File: src/rtl/iobar_pkg.sv
package iobar_pkg;

   localparam int unsigned DATA_W = 32;
   localparam logic [7:0]  NO_IRQ = 8'hFF;

   typedef enum logic [2:0] {
      SZ_BYTE = 3'd1,
      SZ_HALF = 3'd2,
      SZ_WORD = 3'd4
   } acc_size_e;

   // lanes kept for a given byte count; unknown codes keep the full word
   function automatic logic [DATA_W-1:0] lane_mask(input logic [2:0] sz);
      case (sz)
         SZ_BYTE: lane_mask = 32'h0000_00FF;
         SZ_HALF: lane_mask = 32'h0000_FFFF;
         default: lane_mask = 32'hFFFF_FFFF;
      endcase
   endfunction

endpackage

File: src/rtl/iobar_window.sv
module iobar_window #(
   parameter int unsigned PORT_W   = 16,
   parameter int unsigned WIN_SIZE = 16,
   localparam int unsigned OFS_W   = (WIN_SIZE > 1) ? $clog2(WIN_SIZE) : 1,
   localparam int unsigned SPAN_W  = PORT_W + 1
) (
   input  logic [PORT_W-1:0] port_i,
   input  logic [PORT_W-1:0] base_i,
   input  logic              live_i,
   output logic              hit_o,
   output logic [OFS_W-1:0]  ofs_o
);

   logic [PORT_W-1:0] base_m;
   logic [SPAN_W-1:0] lo_ext;
   logic [SPAN_W-1:0] hi_ext;
   logic [SPAN_W-1:0] port_ext;

   assign base_m   = {base_i[PORT_W-1:1], 1'b0};
   assign lo_ext   = {1'b0, base_m};
   assign hi_ext   = lo_ext + SPAN_W'(WIN_SIZE);
   assign port_ext = {1'b0, port_i};

   assign hit_o = live_i && (port_ext >= lo_ext) && (port_ext < hi_ext);
   // exact on a hit since the distance is below WIN_SIZE <= 2**OFS_W
   assign ofs_o = port_i[OFS_W-1:0] - base_m[OFS_W-1:0];

endmodule

File: src/rtl/iobar_scan.sv
module iobar_scan #(
   parameter int unsigned NWIN  = 8,
   parameter int unsigned OFS_W = 4,
   localparam int unsigned IDX_W = (NWIN > 1) ? $clog2(NWIN) : 1
) (
   input  logic [NWIN-1:0]       hit_v,
   input  logic [NWIN*OFS_W-1:0] ofs_v,
   output logic                  any_o,
   output logic [IDX_W-1:0]      idx_o,
   output logic [OFS_W-1:0]      ofs_o
);

   // ascending walk, later hits overwrite earlier ones
   always_comb begin
      any_o = 1'b0;
      idx_o = '0;
      ofs_o = '0;
      for (int w = 0; w < int'(NWIN); w++) begin
         if (hit_v[w]) begin
            any_o = 1'b1;
            idx_o = IDX_W'(w);
            ofs_o = ofs_v[w*OFS_W +: OFS_W];
         end
      end
   end

endmodule

File: src/rtl/iobar_response.sv
module iobar_response
   import iobar_pkg::*;
#(
   parameter int unsigned NDEV  = 4,
   localparam int unsigned DEV_W = (NDEV > 1) ? $clog2(NDEV) : 1
) (
   input  logic                   clk,
   input  logic                   rst_n,
   input  logic                   acc_valid,
   input  logic                   acc_write,
   input  logic [2:0]             acc_size,
   input  logic                   hit,
   input  logic [DEV_W-1:0]       dev,
   input  logic [NDEV*DATA_W-1:0] hnd_rdata,
   input  logic [NDEV-1:0]        hnd_irq_req,
   input  logic [NDEV*8-1:0]      cfg_dev_irq,
   output logic                   rsp_valid,
   output logic                   rsp_hit,
   output logic [DATA_W-1:0]      rsp_rdata,
   output logic [7:0]             rsp_irq
);

   logic [DATA_W-1:0] dev_data;
   logic [7:0]        dev_irq;
   logic              dev_req;
   logic [DATA_W-1:0] nxt_rdata;
   logic [7:0]        nxt_irq;

   always_comb begin
      dev_data = '0;
      dev_irq  = NO_IRQ;
      dev_req  = 1'b0;
      for (int d = 0; d < int'(NDEV); d++) begin
         if (dev == DEV_W'(d)) begin
            dev_data = hnd_rdata[d*DATA_W +: DATA_W];
            dev_irq  = cfg_dev_irq[d*8 +: 8];
            dev_req  = hnd_irq_req[d];
         end
      end
   end

   always_comb begin
      if (acc_write)  nxt_rdata = '0;
      else if (hit)   nxt_rdata = dev_data & lane_mask(acc_size);
      else            nxt_rdata = '1;
      nxt_irq = (hit && dev_req) ? dev_irq : NO_IRQ;
   end

   always_ff @(posedge clk) begin
      if (!rst_n) begin
         rsp_valid <= 1'b0;
         rsp_hit   <= 1'b0;
         rsp_rdata <= '0;
         rsp_irq   <= NO_IRQ;
      end else if (acc_valid) begin
         rsp_valid <= 1'b1;
         rsp_hit   <= hit;
         rsp_rdata <= nxt_rdata;
         rsp_irq   <= nxt_irq;
      end else begin
         rsp_valid <= 1'b0;
         rsp_hit   <= 1'b0;
         rsp_rdata <= '0;
         rsp_irq   <= NO_IRQ;
      end
   end

endmodule

File: src/rtl/iobar_decoder.sv
module iobar_decoder
   import iobar_pkg::*;
#(
   parameter int unsigned NDEV     = 4,
   parameter int unsigned NBAR     = 2,
   parameter int unsigned PORT_W   = 16,
   parameter int unsigned WIN_SIZE = 16,
   localparam int unsigned NWIN    = NDEV * NBAR,
   localparam int unsigned DEV_W   = (NDEV > 1) ? $clog2(NDEV) : 1,
   localparam int unsigned BAR_W   = (NBAR > 1) ? $clog2(NBAR) : 1,
   localparam int unsigned IDX_W   = (NWIN > 1) ? $clog2(NWIN) : 1,
   localparam int unsigned OFS_W   = (WIN_SIZE > 1) ? $clog2(WIN_SIZE) : 1
) (
   input  logic                     clk,
   input  logic                     rst_n,
   input  logic                     acc_valid,
   input  logic                     acc_write,
   input  logic [2:0]               acc_size,
   input  logic [PORT_W-1:0]        acc_port,
   input  logic [31:0]              acc_wdata,
   input  logic [NWIN*PORT_W-1:0]   cfg_bar_base,
   input  logic [NWIN-1:0]          cfg_bar_live,
   input  logic [NDEV*8-1:0]        cfg_dev_irq,
   output logic [NDEV-1:0]          hnd_sel,
   output logic [BAR_W-1:0]         hnd_bar,
   output logic [OFS_W-1:0]         hnd_offset,
   output logic                     hnd_write,
   output logic [2:0]               hnd_size,
   output logic [31:0]              hnd_wdata,
   input  logic [NDEV*32-1:0]       hnd_rdata,
   input  logic [NDEV-1:0]          hnd_irq_req,
   output logic                     rsp_valid,
   output logic                     rsp_hit,
   output logic [31:0]              rsp_rdata,
   output logic [7:0]               rsp_irq
);

   initial begin
      assert (NDEV >= 1) else $fatal(1, "NDEV must be at least 1");
      assert (NBAR >= 1) else $fatal(1, "NBAR must be at least 1");
      assert (WIN_SIZE >= 2) else $fatal(1, "WIN_SIZE must be at least 2");
      assert (PORT_W > OFS_W) else $fatal(1, "PORT_W too narrow for WIN_SIZE");
   end

   logic [NWIN-1:0]       win_hit;
   logic [NWIN*OFS_W-1:0] win_ofs;
   logic                  any_hit;
   logic [IDX_W-1:0]      win_idx;
   logic [OFS_W-1:0]      sel_ofs;
   logic [DEV_W-1:0]      win_dev;
   logic [BAR_W-1:0]      win_bar;
   logic                  strobe;

   for (genvar w = 0; w < int'(NWIN); w++) begin : g_win
      iobar_window #(
         .PORT_W  (PORT_W),
         .WIN_SIZE(WIN_SIZE)
      ) u_win (
         .port_i(acc_port),
         .base_i(cfg_bar_base[w*PORT_W +: PORT_W]),
         .live_i(cfg_bar_live[w]),
         .hit_o (win_hit[w]),
         .ofs_o (win_ofs[w*OFS_W +: OFS_W])
      );
   end

   iobar_scan #(
      .NWIN (NWIN),
      .OFS_W(OFS_W)
   ) u_scan (
      .hit_v(win_hit),
      .ofs_v(win_ofs),
      .any_o(any_hit),
      .idx_o(win_idx),
      .ofs_o(sel_ofs)
   );

   // split the flat window index into device and per-device window
   if (NBAR > 1 && (NBAR & (NBAR - 1)) == 0) begin : g_split_pow2
      assign win_dev = DEV_W'(win_idx >> BAR_W);
      assign win_bar = win_idx[BAR_W-1:0];
   end else begin : g_split_div
      assign win_dev = DEV_W'(win_idx / IDX_W'(NBAR));
      assign win_bar = BAR_W'(win_idx % IDX_W'(NBAR));
   end

   assign strobe = acc_valid && any_hit;

   always_comb begin
      hnd_sel = '0;
      for (int d = 0; d < int'(NDEV); d++)
         hnd_sel[d] = strobe && (win_dev == DEV_W'(d));
   end

   assign hnd_bar    = strobe ? win_bar : '0;
   assign hnd_offset = strobe ? sel_ofs : '0;
   assign hnd_write  = acc_write;
   assign hnd_size   = acc_size;
   assign hnd_wdata  = acc_wdata;

   iobar_response #(
      .NDEV(NDEV)
   ) u_rsp (
      .clk        (clk),
      .rst_n      (rst_n),
      .acc_valid  (acc_valid),
      .acc_write  (acc_write),
      .acc_size   (acc_size),
      .hit        (any_hit),
      .dev        (win_dev),
      .hnd_rdata  (hnd_rdata),
      .hnd_irq_req(hnd_irq_req),
      .cfg_dev_irq(cfg_dev_irq),
      .rsp_valid  (rsp_valid),
      .rsp_hit    (rsp_hit),
      .rsp_rdata  (rsp_rdata),
      .rsp_irq    (rsp_irq)
   );

   a_r5_sel_onehot: assert property (@(posedge clk) disable iff (!rst_n)
      $onehot0(hnd_sel));

   a_r5_sel_needs_access: assert property (@(posedge clk) disable iff (!rst_n)
      !acc_valid |-> hnd_sel == '0);

   a_r2_sel_live_only: assert property (@(posedge clk) disable iff (!rst_n)
      hnd_sel != '0 |-> cfg_bar_live[win_idx]);

   a_r6_rsp_follows: assert property (@(posedge clk) disable iff (!rst_n)
      acc_valid |=> rsp_valid);

   a_r6_rsp_idle: assert property (@(posedge clk) disable iff (!rst_n)
      !acc_valid |=> !rsp_valid);

   a_r7_miss_ones: assert property (@(posedge clk) disable iff (!rst_n)
      (acc_valid && !acc_write && hnd_sel == '0) |=> rsp_rdata == 32'hFFFF_FFFF);

   a_r9_miss_no_irq: assert property (@(posedge clk) disable iff (!rst_n)
      (acc_valid && hnd_sel == '0) |=> rsp_irq == NO_IRQ);

   a_r10_write_zero: assert property (@(posedge clk) disable iff (!rst_n)
      (acc_valid && acc_write) |=> rsp_rdata == '0);

endmodule

File: config.mk
export PLATFORM = sky130hd
export DESIGN_NAME = iobar_decoder
export DESIGN_NICKNAME = d
export VERILOG_FILES = /design/src/rtl/iobar_pkg.sv /design/src/rtl/iobar_window.sv /design/src/rtl/iobar_scan.sv /design/src/rtl/iobar_response.sv /design/src/rtl/iobar_decoder.sv
export SDC_FILE = /design/constraint.sdc
export NUM_CORES = 1
export LEC_CHECK = 0
export BUFFER_PORTS_ARGS = -buffer_cell sky130_fd_sc_hd__buf_2
export CORE_AREA = 2 2 172 174
export CTS_BUF_LIST = sky130_fd_sc_hd__clkbuf_8
export DETAILED_ROUTE_END_ITERATION = 7
export DIE_AREA = 0 0 174 176
export SYNTH_ARGS = -nofsm -noshare
export SYNTH_HDL_FRONTEND = slang
export SYNTH_SLANG_ARGS = --single-unit
File: constraint.sdc
create_clock -name clk -period 9.5 [get_ports clk]
set_clock_uncertainty 0.05 [all_clocks]
set_input_delay 0.475 -clock clk [delete_from_list [all_inputs] [get_ports clk]]
set_output_delay 0.475 -clock clk [all_outputs]
set_load 0.05 [all_outputs]
======== Word-level counts from Yosys, hierarchy flattened ========
Index checks and enable logic that the tools add are counted.
storage, ports and cells
  register bits after elaboration ......... 42
  input port bits ......................... 355
  output and inout port bits .............. 87
operators by class
  add/sub/neg operators ................... 16
  order comparisons ....................... 16
  equal/unequal tests ..................... 5
  multiplexer cells ....................... 42
  bitwise operators ....................... 3
  reductions and logical operators ........ 26
operators by type and width
  cell                   number
  $mux 32                7
  $add 16x5->17 const B  8
  $lt 16x17->1           8
  $ge 16x16->1           8
  $pmux 32 s2            1
  $mux 4                 9
  $and 32x32->32         1
  $mux 8                 4
  $sub 4x4->4            8
  $logic_and 1x1->1      22
  $mux 1                 15
  $mux 3                 4
  $eq 2x2->1 const B     2
  $mux 2                 2
  $eq 3x1->1 const B     1
  $eq 3x2->1 const B     1
  $reduce_and 3->1       1
  $reduce_or 3->1        1
  $eq 2x1->1 const B     1
  $logic_not 2->1        1
  $not 1->1              2
  $reduce_and 2->1       1

======== Depth between registers and ports, before layout ========
  depth after elaboration ................. 17
  mapped depth ............................ 18

======== Modules after synthesis ========
Synthesis repeated with hierarchy kept, for this count alone.
unflattened totals
  cells, all modules ...................... 1236
  area total of the unflattened synthesis .. 10349.9 sq um
modules (own cells, without submodules)
  module                             instances  cells each  area each (sq um)  seq. area each (sq um)
  iobar_window (g_win[1].u_win ...)  4          119         917.1              0.0
  iobar_response                     1          180         2279.7             840.8
  iobar_window (g_win[7].u_win)      1          118         939.7              0.0
  iobar_window (g_win[4].u_win)      1          118         930.9              0.0
  iobar_window (g_win[3].u_win)      1          121         928.4              0.0
  iobar_window (g_win[0].u_win)      1          119         899.6              0.0
  iobar_scan                         1          59          354.1              0.0
  iobar_decoder                      1          45          349.1              0.0

======== Worst setup path before layout ========
OpenSTA, ideal clock, no wires.
  kind .................................... input to output
  from .................................... input cfg_bar_base[88]
  to ...................................... output hnd_sel[2]
  arrival time ............................ 4139 ps
  required time ........................... 8975 ps
  setup slack ............................. 4836 ps
  cell stages on the path ................. 15
  path buffers ............................ 3
  path through ............................ and4_1 -> and3_1 -> nand2_1 -> nor2_1 -> xnor2_1 -> ha_1 -> a21o_1 -> a211o_1 -> a211oi_2 -> o311ai_4 -> and2_1 -> buf_6 -> buf_4 -> buf_4 -> nor3b_1
between the ends
  longest elaborated chain between the ends .. 8
  elaborated cells on any way between the ends .. 14
  classes of those cells .................. add/sub: 1; order compare: 2; eq/ne: 1; mux: 6; reduce/logical: 4
ends and longest elaborated chain
  element                                            RTL line                                  text
  start, declared                                    iobar_decoder.sv:21                       input logic [NWIN*PORT_W-1:0] cfg_bar_base,
  $add 16x5->17 or $ge 16x16->1 (tied branches)      iobar_window.sv:21, iobar_window.sv:24
  $lt 16x17->1 or $logic_and 1x1->1 (tied branches)  iobar_window.sv:24                        assign hit_o = live_i && (port_ext >= lo_ext) && (port_ext < hi_ext);
  $logic_and 1x1->1 (*)                              iobar_window.sv:24
  $mux 3 or $mux 1 (tied branches) (3 in a row)      iobar_scan.sv:19                          if (hit_v[w]) begin
  $eq 2x2->1 or $logic_and 1x1->1 (tied branches)    iobar_decoder.sv:92, iobar_decoder.sv:87
  $logic_and 1x1->1 (*)                              iobar_decoder.sv:92                       hnd_sel[d] = strobe && (win_dev == DEV_W'(d));
  end, declared                                      iobar_decoder.sv:24                       output logic [NDEV-1:0] hnd_sel,
Mark *: on every way between the ends. The rest lies on a longest branch, timed or not.

======== Worst setup path after layout ========
  from .................................... input cfg_bar_base[70]
  to ...................................... output hnd_offset[3]
between the ends
  longest elaborated chain between the ends .. 9
  elaborated cells on any way between the ends .. 15
  classes of those cells .................. add/sub: 1; order compare: 2; mux: 9; reduce/logical: 3
ends and longest elaborated chain
  element                                            RTL line                                text
  $add 16x5->17 or $ge 16x16->1 (tied branches)      iobar_window.sv:21, iobar_window.sv:24
  $lt 16x17->1 or $logic_and 1x1->1 (tied branches)  iobar_window.sv:24
  $logic_and 1x1->1 (*)                              iobar_window.sv:24
  $mux 1 (4 in a row)                                iobar_scan.sv:19
  $logic_and 1x1->1                                  iobar_decoder.sv:87                     assign strobe = acc_valid && any_hit;
  $mux 4 (*)                                         iobar_decoder.sv:96                     assign hnd_offset = strobe ? sel_ofs : '0;
  end, declared                                      iobar_decoder.sv:26                     output logic [OFS_W-1:0] hnd_offset,
Marked as above.

==> reports/metrics.yaml <==
cts:
  cts_tree: "built"
  post-cts-setup-buffers: 0
  postCtsResizedCells: 0
  htree_levels: 2
  numCtsBuffers: 5
  cts_hold_buf: 0
  path_clk_slew_ns: 0.10
  clock_path_buffers: 2
  ctsRootBufferMaster: "clkbuf_8"
  cts.sinks: 42
critical_path:
  cp_top_family: "simple AND/OR/NAND/NOR gates"
  cp.arrival_ns: 5.08
  slowest_delay_ns: 0.90
  worst_path_max_delay_cell: "and2_4"
  cp_num_buf_inv: 2
  endpoint_kind: "primary output"
  cp_cell_sequence: "buf_2 > and4_1 > nor4b_4 > nand2_1 > xnor2_1 > ha_1 > and4_1 > nand3_1 > a211oi_1 > nor4_1 > o2111ai_1 > and2_4 > nand4b_4 > nand2_1 > nor3_1 > buf_2"
  start_kind: "input port"
  critPathKind: "input port to primary output"
  cp_data_required_time_ns: 8.98
  cp_max_fo: 88
power:
  p_switching_mw: 0.479
  swShare_pct: 49.2
  p_seq_share_pct: 20.0
  cellLeakagePower_nw: 6.47
  power_mw: 0.972
  p_int_mw: 0.494
  ir_worst_vdd_v: 0.0000479
  power_frac_comb_pct: 66.8
  clockPowerShare_pct: 13.1
  power_density_mw_per_mm2: 80.8
route:
  viasPerCell: 5.33
  routed_wirelength_mm: 36.1
  drt_iter0_markers: 506
  wl_per_cell_um: 18.3
  drtAntennaViolNets: 0
  drc: 0
  dr.pass1.iters: 5
  vias: 10533
placement:
  hpwl_mm: 29.9
  place_congestion: 0.900
  dp.cells: 1969
  dpl_worst_slack_ns: 3.74
  port_buffers: 369
  place_area_mm2: 0.0119
layout:
  stdcell_area_mm2: 0.0120
  stdcell_count: 1978
  final_cell_mix: "buf_2, ha_1, inv_1, nand2_1, xnor2_1"
  final_nets: 2181
  area_growth_pct: 19.5
  layout-drive-gt1-share_pct: 26.2
  final_util_pct: 42.2
  final_common_cell: "buf_2"
synth:
  synth_nets: 1867
  ys.warnings.count: 0
  synth-seq-area-share_pct: 8.35
  synth-edff-count: 0
  synth-xor-area-share_pct: 7.57
  syn_area_mm2: 0.0101
  ys_seq_elements: 42
  synthArstFlopShare_pct: 0
  avgSynthCellArea_um2: 7.88
  yosys.area_share.simple_pct: 20.3
  synth_top_family_by_area: "adder cells"
  synth_top_area_share_pct: 28.1
  yosys-top-cells-area: "ha_1, dfxtp_1, xnor2_1"
  synth.distinct_cells: 78
  syn_inst: 1278
  synthMuxAreaShare_pct: 4.23
  synth-compound-area-share_pct: 19.7
  synth_top_area_cell: "ha_1"
  synthAdderAreaFrac_pct: 29.7
  synth_flop_cell: "dfxtp_1"
timing:
  slew_headroom_pct: 32.0
  max_freq_mhz: 178
  finalHoldViolCount: 0
  slew_viol_final: 0
  fin_tns_setup_ns: 0
  fin_crit_sh_pct: 59.0
  min_period_ns: 5.61
  hold_slack_ns: 0.300
  setup_violations: 0
  grt_setup_unrepaired: "no"
  worst_slew_pin_slew_ns: 1.02
  finalWorstSetupSlack_ns: 3.89
die:
  pin_count: 442
  start_util_pct: 35.3
  die_y_um: 176
  dieArea_mm2: 0.0306
  std_cell_rows: 62
  core_mm2: 0.0285
  die_w_um: 174
hold_path:
  hp-class: "input port to flip-flop"
  holdCritStartpoint: "hnd_rdata[107]"
  whs_endpoint: "u_rsp.rsp_rdata[11]$_SDFF_PP0_"
  hold_path_depth: 2
grt:
  gr-usage-met3_pct: 3.57
  grt_overflow: 0
  grt_use_met1_pct: 27.9
  grtUsageTotal_pct: 22.7
  grt_pass1_wl_mm: 55.0
  antenna_found_initial: 2
  grt_most_used_layer: "met2"
  first_global_vias: 10276
  grt_use_met2_pct: 40.8
  grt_max_degree: 89
run_status:
  status: "finished, final reports clean"
run:
  max-cap-violations: 0
==> Yosys cell counts (3+ instances only) <==
master and count:
nand3_1 58, nand3_2 6, nor2_1 66, fa_1 8
or2_2 3, nand4_1 45, o2111ai_1 7, nor3_1 15
a221oi_1 4, dfxtp_1 42, a211oi_1 20, buf_2 12
buf_6 9, o211ai_2 8, nor2b_1 6, a311oi_1 3
inv_1 143, nand2b_1 17, a221o_1 5, xnor2_1 83
a211o_1 33, o21ai_0 41, a21oi_1 60, nand2_1 115
o211ai_1 16, clkbuf_1 3, and4_1 12, buf_4 41
ha_1 226, mux2i_1 41, nor3b_1 3, o311a_1 4
a31oi_1 13, xor2_1 4, o21a_1 6, a21o_1 16
and2_1 4, nor4_1 12, and3_1 16
==> worst max-delay path by stage <==
| stage | cells past startpoint | slack, ns | start | endpoint |
|---|---|---|---|---|
| 4_1_cts | 13 | 3.74 | acc_port[2] | hnd_offset[3] |
| 2_1_floorplan | 15 | 4.84 | cfg_bar_base[88] | hnd_sel[2] |
| 3_5_place_dp | 13 | 3.74 | acc_port[2] | hnd_offset[3] |
| 6_report | 16 | 3.89 | cfg_bar_base[70] | hnd_offset[3] |
| 5_1_grt | 13 | 3.46 | acc_port[2] | hnd_offset[3] |
| 3_3_place_gp | 13 | 3.85 | acc_port[2] | hnd_offset[3] |
==> routing by layer <==
metal	wire (um)	vias up
met4	894	0
met2	17500	340
met5	0	-
met1	15600	4874
li1	-	5260
met3	2100	59
==> flip-flops by register name, indices dropped and copies added, names as in the netlist <==
register and cells:
u_rsp.rsp_irq 8, u_rsp.rsp_valid 1, u_rsp.rsp_rdata 32, u_rsp.rsp_hit 1
==> cell type report <==
type,count,area (um2)
Antenna cell,1,2.50
Clock buffer,5,68.8
Inverter,143,537
Timing Repair Buffer,372,1870
Multi-Input combinational cell,1028,8210
Fill cell,3047,16500
Tap cell,384,480
Clock inverter,3,23.8
Sequential cell,42,841
==> cells by family after synthesis <==
kind of cell / Yosys count
buffers and inverters: 208
AO/OA/AOI/OAI: 271
adder cells (fa/ha/maj): 234
flip-flops: 42
multiplexers: 42
AND/OR/NAND/NOR: 394
XOR/XNOR: 87
==> power groups by stage <==
| stage | Combinational, mW | Sequential, mW | Clock [mW] |
|---|---|---|---|
| 2_1_floorplan | 0.423 | 0.251 | 0 |
| 3_3_place_gp | 0.636 | 0.199 | 0 |
| 3_5_place_dp | 0.649 | 0.199 | 0 |
| 4_1_cts | 0.653 | 0.195 | 0.131 |
| 5_1_grt | 0.719 | 0.196 | 0.137 |
| 6_report | 0.650 | 0.195 | 0.128 |
Note: power is estimated with default switching activity, not from simulation.
